--- config.mk ---
export PLATFORM = sky130hd
export DESIGN_NAME = pstage_guard
export DESIGN_NICKNAME = d
export VERILOG_FILES = /design/src/rtl/pstage_guard_pkg.sv /design/src/rtl/flag_sync.sv /design/src/rtl/oc_period_counter.sv /design/src/rtl/guard_fsm.sv /design/src/rtl/pstage_guard.sv
export SDC_FILE = /design/constraint.sdc
export NUM_CORES = 1
export LEC_CHECK = 0
export BUFFER_PORTS_ARGS = -buffer_cell sky130_fd_sc_hd__buf_2
export CAP_MARGIN = 20
export CORE_UTILIZATION = 40
export CTS_CLUSTER_SIZE = 20
export DETAILED_ROUTE_END_ITERATION = 12
export GPL_TIMING_DRIVEN = 0
export PLACE_DENSITY_LB_ADDON = 0.25
export SLEW_MARGIN = 20
export SYNTH_ARGS = -nofsm -noshare
export SYNTH_HDL_FRONTEND = slang
export SYNTH_SLANG_ARGS = --single-unit
--- constraint.sdc ---
create_clock -name clk -period 2 [get_ports clk]
set_input_delay 0.4 -clock clk [delete_from_list [all_inputs] [get_ports clk]]
set_output_delay 0.4 -clock clk [all_outputs]
set_load 0.01 [all_outputs]
--- src/rtl/pstage_guard_pkg.sv ---
// Shared types for the power-stage fault supervisor.
// Assumes: nothing beyond IEEE 1800-2017.
package pstage_guard_pkg;

    // Supervisor states; held shutdowns each have their own state
    typedef enum logic [2:0] {
        ST_IN_RESET      = 3'd0,
        ST_RUN           = 3'd1,
        ST_CURRENT_LIMIT = 3'd2,
        ST_OC_LATCHED    = 3'd3,
        ST_OT_LATCHED    = 3'd4,
        ST_UV_HOLD       = 3'd5
    } guard_state_e;

endpackage

--- src/rtl/flag_sync.sv ---
// Two-flop synchronizer bank for asynchronous level flags.
// Assumes: inputs are levels held for several clocks; reset value is 0.
module flag_sync #(
    parameter int WIDTH = 8
) (
    input  logic             clk,
    input  logic             rst_n,
    input  logic [WIDTH-1:0] raw_in,
    output logic [WIDTH-1:0] sync_out
);

    logic [WIDTH-1:0] meta_q;

    // Shift raw levels through two flops per bit
    always_ff @(posedge clk) begin
        if (!rst_n) begin
            meta_q   <= '0;
            sync_out <= '0;
        end else begin
            meta_q   <= raw_in;
            sync_out <= meta_q;
        end
    end

endmodule

--- src/rtl/oc_period_counter.sv ---
// Cycle-by-cycle limiter and persistence counter for overcurrent.
// Marks a PWM period as overloaded when overcurrent appears in it, raises
// the truncation request until the period ends, and counts consecutive
// overloaded periods up to LIMIT.
// Assumes: strobe is a single-cycle synchronous pulse; enable low clears all.
module oc_period_counter #(
    parameter int LIMIT = 8
) (
    input  logic clk,
    input  logic rst_n,
    input  logic enable,
    input  logic oc_any,
    input  logic strobe,
    output logic trunc,
    output logic persist,
    output logic quiet_period
);

    localparam int CW = $clog2(LIMIT + 1);
    localparam logic [CW-1:0] CNT_MAX = CW'(LIMIT);

    logic          trunc_q;
    logic [CW-1:0] cnt_q;
    logic          ev_seen;

    // Overcurrent seen anywhere in the current period so far
    assign ev_seen = trunc_q | oc_any;

    // Track the period flag and the consecutive-period count
    always_ff @(posedge clk) begin
        if (!rst_n || !enable) begin
            trunc_q <= 1'b0;
            cnt_q   <= '0;
        end else if (strobe) begin
            trunc_q <= oc_any;
            if (!ev_seen)
                cnt_q <= '0;
            else if (cnt_q != CNT_MAX)
                cnt_q <= cnt_q + 1'b1;
        end else begin
            trunc_q <= ev_seen;
        end
    end

    // Outputs toward the state machine and the modulator
    assign trunc        = enable & ev_seen;
    assign persist      = enable & (cnt_q == CNT_MAX);
    assign quiet_period = enable & strobe & ~ev_seen;

    AST_CNT_CLEAR: assert property (@(posedge clk) disable iff (!rst_n)
        (enable && strobe && !oc_any && !trunc_q) |=> (cnt_q == '0));
    AST_CNT_HOLD: assert property (@(posedge clk) disable iff (!rst_n)
        (enable && !strobe) |=> $stable(cnt_q));
    AST_TRUNC_HELD: assert property (@(posedge clk) disable iff (!rst_n)
        (trunc && !strobe) |=> (trunc || !enable));

endmodule

--- src/rtl/guard_fsm.sv ---
// Fault state machine: decides whether the bridges may switch, which
// shutdowns are held, and what the fault line shows.
// Assumes: all inputs except persist/quiet_period are synchronized levels.
module guard_fsm
    import pstage_guard_pkg::*;
(
    input  logic         clk,
    input  logic         rst_n,
    input  logic         bridge_on,
    input  logic         uv_any,
    input  logic         ots,
    input  logic         oc_any,
    input  logic         persist,
    input  logic         quiet_period,
    output guard_state_e state,
    output logic         active,
    output logic         in_reset,
    output logic         fault_n
);

    guard_state_e nxt;

    // Next-state selection, bridge reset has top priority
    always_comb begin
        nxt = state;
        if (!bridge_on) begin
            nxt = ST_IN_RESET;
        end else begin
            case (state)
                ST_IN_RESET, ST_UV_HOLD: begin
                    if (uv_any)   nxt = ST_UV_HOLD;
                    else if (ots) nxt = ST_OT_LATCHED;
                    else          nxt = ST_RUN;
                end
                ST_OT_LATCHED: nxt = ST_OT_LATCHED;
                ST_OC_LATCHED: begin
                    if (uv_any)   nxt = ST_UV_HOLD;
                    else if (ots) nxt = ST_OT_LATCHED;
                end
                ST_RUN, ST_CURRENT_LIMIT: begin
                    if (uv_any)       nxt = ST_UV_HOLD;
                    else if (ots)     nxt = ST_OT_LATCHED;
                    else if (persist) nxt = ST_OC_LATCHED;
                    else if (state == ST_RUN && oc_any)
                        nxt = ST_CURRENT_LIMIT;
                    else if (state == ST_CURRENT_LIMIT && quiet_period)
                        nxt = ST_RUN;
                end
                default: nxt = ST_IN_RESET;
            endcase
        end
    end

    // State register
    always_ff @(posedge clk) begin
        if (!rst_n) state <= ST_IN_RESET;
        else        state <= nxt;
    end

    // Output decode from the registered state
    always_comb begin
        active   = (state == ST_RUN) || (state == ST_CURRENT_LIMIT);
        in_reset = (state == ST_IN_RESET);
        fault_n  = !((state == ST_OC_LATCHED) || (state == ST_OT_LATCHED) ||
                     (state == ST_UV_HOLD));
    end

    AST_RESET_FAULT_HIGH: assert property (@(posedge clk) disable iff (!rst_n)
        !bridge_on |=> (fault_n && !active));
    AST_UV_SHUTDOWN: assert property (@(posedge clk) disable iff (!rst_n)
        (bridge_on && uv_any) |=> (!active && !fault_n));
    AST_OT_STICKY: assert property (@(posedge clk) disable iff (!rst_n)
        (state == ST_OT_LATCHED && bridge_on) |=> (state == ST_OT_LATCHED));
    AST_OC_STICKY: assert property (@(posedge clk) disable iff (!rst_n)
        (state == ST_OC_LATCHED && bridge_on && !uv_any) |=> (!active && !fault_n));
    AST_PERSIST_LATCH: assert property (@(posedge clk) disable iff (!rst_n)
        (bridge_on && !uv_any && !ots && persist) |=> (state == ST_OC_LATCHED));

endmodule

--- src/rtl/pstage_guard.sv ---
// Top of the power-stage fault supervisor. Synchronizes the raw flags,
// runs the period limiter and the fault state machine, and fans the
// decisions out to every half-bridge.
// Assumes: pwm_strobe is synchronous to clk; all other inputs may be async.
module pstage_guard
    import pstage_guard_pkg::*;
#(
    parameter int N_HB     = 4,
    parameter int N_SUP    = 3,
    parameter int CL_LIMIT = 8
) (
    input  logic              clk,
    input  logic              rst_n,
    input  logic              bridge_rst_n,
    input  logic              se_mode,
    input  logic [2*N_HB-1:0] oc_flag,
    input  logic              otw_flag,
    input  logic              ots_flag,
    input  logic [N_SUP-1:0]  uv_flag,
    input  logic              pwm_strobe,
    output logic [N_HB-1:0]   hb_en,
    output logic [N_HB-1:0]   hb_hiz,
    output logic [N_HB-1:0]   pulldown_en,
    output logic              cl_trunc,
    output logic              temp_warn,
    output logic              fault_n
);

    localparam int N_FET  = 2 * N_HB;
    localparam int SYNC_W = N_FET + N_SUP + 4;

    logic [SYNC_W-1:0] sync_bus;
    logic [N_FET-1:0]  s_oc;
    logic [N_SUP-1:0]  s_uv;
    logic              s_otw, s_ots, s_se, s_bridge_on;
    logic              oc_any, uv_any;
    logic              active, in_reset, persist, quiet_period;
    guard_state_e      state;

    // One synchronizer bank for every asynchronous input
    flag_sync #(.WIDTH(SYNC_W)) u_sync (
        .clk      (clk),
        .rst_n    (rst_n),
        .raw_in   ({bridge_rst_n, se_mode, otw_flag, ots_flag, uv_flag, oc_flag}),
        .sync_out (sync_bus)
    );

    // Split the synchronized bus and reduce the per-FET/per-supply flags
    assign {s_bridge_on, s_se, s_otw, s_ots, s_uv, s_oc} = sync_bus;
    assign oc_any = |s_oc;
    assign uv_any = |s_uv;

    // Cycle-by-cycle limiter and persistence counter
    oc_period_counter #(.LIMIT(CL_LIMIT)) u_limit (
        .clk          (clk),
        .rst_n        (rst_n),
        .enable       (active),
        .oc_any       (oc_any),
        .strobe       (pwm_strobe),
        .trunc        (cl_trunc),
        .persist      (persist),
        .quiet_period (quiet_period)
    );

    // Fault state machine
    guard_fsm u_fsm (
        .clk          (clk),
        .rst_n        (rst_n),
        .bridge_on    (s_bridge_on),
        .uv_any       (uv_any),
        .ots          (s_ots),
        .oc_any       (oc_any),
        .persist      (persist),
        .quiet_period (quiet_period),
        .state        (state),
        .active       (active),
        .in_reset     (in_reset),
        .fault_n      (fault_n)
    );

    // Per-half-bridge fan-out; bridges are never protected independently
    for (genvar hb = 0; hb < N_HB; hb++) begin : g_bridge
        assign hb_en[hb]       = active;
        assign hb_hiz[hb]      = ~active;
        assign pulldown_en[hb] = in_reset & ~s_se;
    end

    // Warning path passes straight from the synchronizer
    assign temp_warn = s_otw;

    AST_SE_NO_PULLDOWN: assert property (@(posedge clk) disable iff (!rst_n)
        s_se |-> (pulldown_en == '0));
    AST_LATCHED_NO_TRUNC: assert property (@(posedge clk) disable iff (!rst_n)
        (state == ST_OC_LATCHED) |-> !cl_trunc);

endmodule

==> results.cfg <==
[outcome]
outcome = complete, but fails checks
violations = negative setup slack

[worst_hold_path]
hold_path_end = u_sync.meta_q[12]$_SDFF_PN0_
min_path_type = in -> reg
worst_hold_startpoint = otw_flag
hold_depth = 2

[global_routing]
grt_util_all_layers_pct = 14.5
antenna_found_initial = 0
grt_max_degree = 14
grt_overflow = 0
grt_pass1_wl_microns = 3740
first_global_vias = 910

[clock_network]
cts_max_level = 2
clock_sinks = 38
cts_hold_buf = 0
worstSkewPairLatency_ps = 350
cts-buffers-inserted = 5
clk_pin_slew_ps = 120
max-clock-path-buffers = 2
root_buffer = clkbuf_4
cts_tree = done

[synth]
ys_types = 29
synth_edf_count = 0
yosysTopAreaCellShare_pct = 54.0
syn_inst = 145
avgSynthCellArea_sq_um = 9.71
synth_commonest_cells = dfxtp_1 (38), and2_1 (30), buf_4 (10), nand2_1 (8), nor2_1 (8)
synth_fp_nets = 165
syn_area_sq_mm = 0.00141
yosysWarnings = 0
synthArstFlopShare_pct = 0
ys_ff_latch = 38
ys_seq_area_share_pct = 54.0
synth.most_common_cell = dfxtp_1
synth_flop_cell = dfxtp_1
synth_area_leaders = dfxtp_1 (54%), and2_1 (13%), buf_4 (5.3%)
synth.largest_area_cell = dfxtp_1

[worst_setup_path]
cp_max_fo = 2
critical-path-slowest-cell = or4_4
r2r-end = u_fsm.state[0]$_SDFFE_PN0P_
crit_path_max_incr_delay_ps = 530
cp.required_ps = 1600
reg2reg_depth = 5
reg2reg_setup_slack_ps = -10
startpoint_type = flip-flop
cp-end-kind = output port
crit_chain = or4_4 > nor3_4 > nor2_1 > buf_2
worst-setup-path-type = reg -> out
reg2reg_from = u_sync.sync_out[5]$_SDFF_PN0_
crit_arrival_ps = 1610

[timing]
tightest_slew_ps = 469
grt_setup_unrepaired = true
clock_skew_ps = 14.2
maxSlewHeadroom_pct = 68.5
period_minus_slack_ps = 2010
drv_slew = 0
finalHoldViolations = 0
period_share_pct = 101
layout_setup_ws_ps = -12.9
max_freq_mhz = 497
setup_viol = 2

[floorplan]
fp.dieH_microns = 61.3
dieArea_sq_mm = 0.00376
ios = 33
start_util_pct = 41.9
rows = 21
die_w_microns = 61.3
core-area_sq_mm = 0.00336

[placement]
gp_congestion = 0.785
port_buffers = 32
place_ws_ps = -17.0
hpwl_microns = 1680

[routing]
drtIter0Drc = 76
dr_total_vias = 1092
drcViolationCount = 0
wl_per_cell_microns = 10.3
first_pass_iters = 4
via_per_inst = 4.71
drtAntennaViolNets = 0
wirelength_microns = 2390

[layout]
utilization_pct = 53.5
nNetsFinal = 205
antenna_cells = 0
layout-area-overhead-vs-synth_pct = 27.8
drive_above_1_share_pct = 36.0

[run]
max-cap-violations = 0

[pwr]
leakage_nw = 0.757
max-vdd-ir-drop_v = 0.000456
power_density_mw_per_mm2 = 881
worst max-delay path: cells and delay by family, from the launching register on:
kind / cells / cell delay [ps]
buffers and inverters: 1 / 130
flip-flops: 1 / 330
AND/OR/NAND/NOR: 3 / 800
what timing repair did:
action | in CTS | in global routing
setup endpoints to repair | 14 | 9
pin swaps | 3 | 2
gates resized for setup | 9 | 6
setup buffers | 3 | 0
registers in the layout, indices dropped and copies added (netlist names):
name	count
u_sync.sync_out	15
u_limit.cnt_q	4
u_fsm.state	3
u_sync.meta_q	15
u_limit.trunc_q	1
cell type report:
type                       instances  area, sq um
fill                             327         1560
sequential                        38          767
multi-input combinational         86          577
timing repair buffer              35          183
buffer                            13         86.3
clock inverter                     3         68.8
tap                               46         57.6
clock buffer                       5         37.5
inverter                           6         22.5
how the worst max path moves through the flow:
| stage | from | to | slack [ps] | depth (start not counted) |
|---|---|---|---|---|
| 6_report | u_sync.sync_out[0]$_SDFF_PN0_ | cl_trunc | -10 | 4 |
| 5_1_grt | u_sync.sync_out[1]$_SDFF_PN0_ | cl_trunc | -90 | 4 |
| 4_1_cts | u_sync.sync_out[1]$_SDFF_PN0_ | cl_trunc | -20 | 4 |
| 3_5_place_dp | u_sync.sync_out[5]$_SDFF_PN0_ | cl_trunc | -20 | 4 |
| 3_3_place_gp | u_sync.sync_out[5]$_SDFF_PN0_ | cl_trunc | 8 | 4 |
| 2_1_floorplan | u_sync.sync_out[5]$_SDFF_PN0_ | u_fsm.state[0]$_SDFFE_PN0P_ | 110 | 5 |
per-stage QoR:
stage | area (sq um) | std cells | total power, mW | hold slack, ps | TNS [ps]
after floorplan | 1410 | 145 | 0.894 | 412 | 0
after global placement | 1630 | 223 | 0.934 | 420 | 0
after detailed placement | 1630 | 223 | 0.938 | 418 | -24.4
after CTS | 1790 | 233 | 1.60 | 230 | -23.9
after global routing | 1800 | 232 | 1.66 | 207 | -153
final | 1800 | 232 | 1.58 | 243 | -24.9
report_power, final:
group          leakage (nW)  total [mW]  internal (mW)  switching, mW
Clock                0.0554       0.648          0.391          0.257
Combinational         0.388       0.139         0.0751         0.0638
Sequential            0.314       0.798          0.785         0.0123
metal layers:
metal  GRT usage [%]  wire length [microns]  part of all wire, %  vias to the layer above
met3            7.77                    159                  6.7                        6
met4            8.77                     55                  2.3                        0
met5               0                      0                    0                        -
li1                -                      -                    -                      562
met1            15.9                    993                   42                      484
met2            22.2                   1180                   49                       40
cell usage in the layout (no fill, tap or decap), types with 2 or more instances in the layout:
master,count
and2_1,30
a31oi_1,2
inv_2,3
nand2_1,8
dfxtp_1,35
nor2_1,8
nor3_1,2
a211oi_1,2
ha_1,2
bufinv_16,2
buf_2,32
dfxtp_2,2
inv_1,3
o21ai_0,3
buf_4,13
or4_4,3
nand3b_1,2
nor4_1,2
clkbuf_1,3
clkbuf_4,5
a21oi_1,6
cells by family (layout without fill, tap and decap cells):
kind of cell | Yosys count | after routing | synth area share, %
compound gates | 21 | 21 | 9.42
fa+ha+maj | 2 | 2 | 1.78
buf+inv | 21 | 62 | 8.27
flops | 38 | 38 | 54.0
mux | 1 | 1 | 0.711
simple gates | 62 | 62 | 25.8
Note: power is estimated with default switching activity, not from simulation.
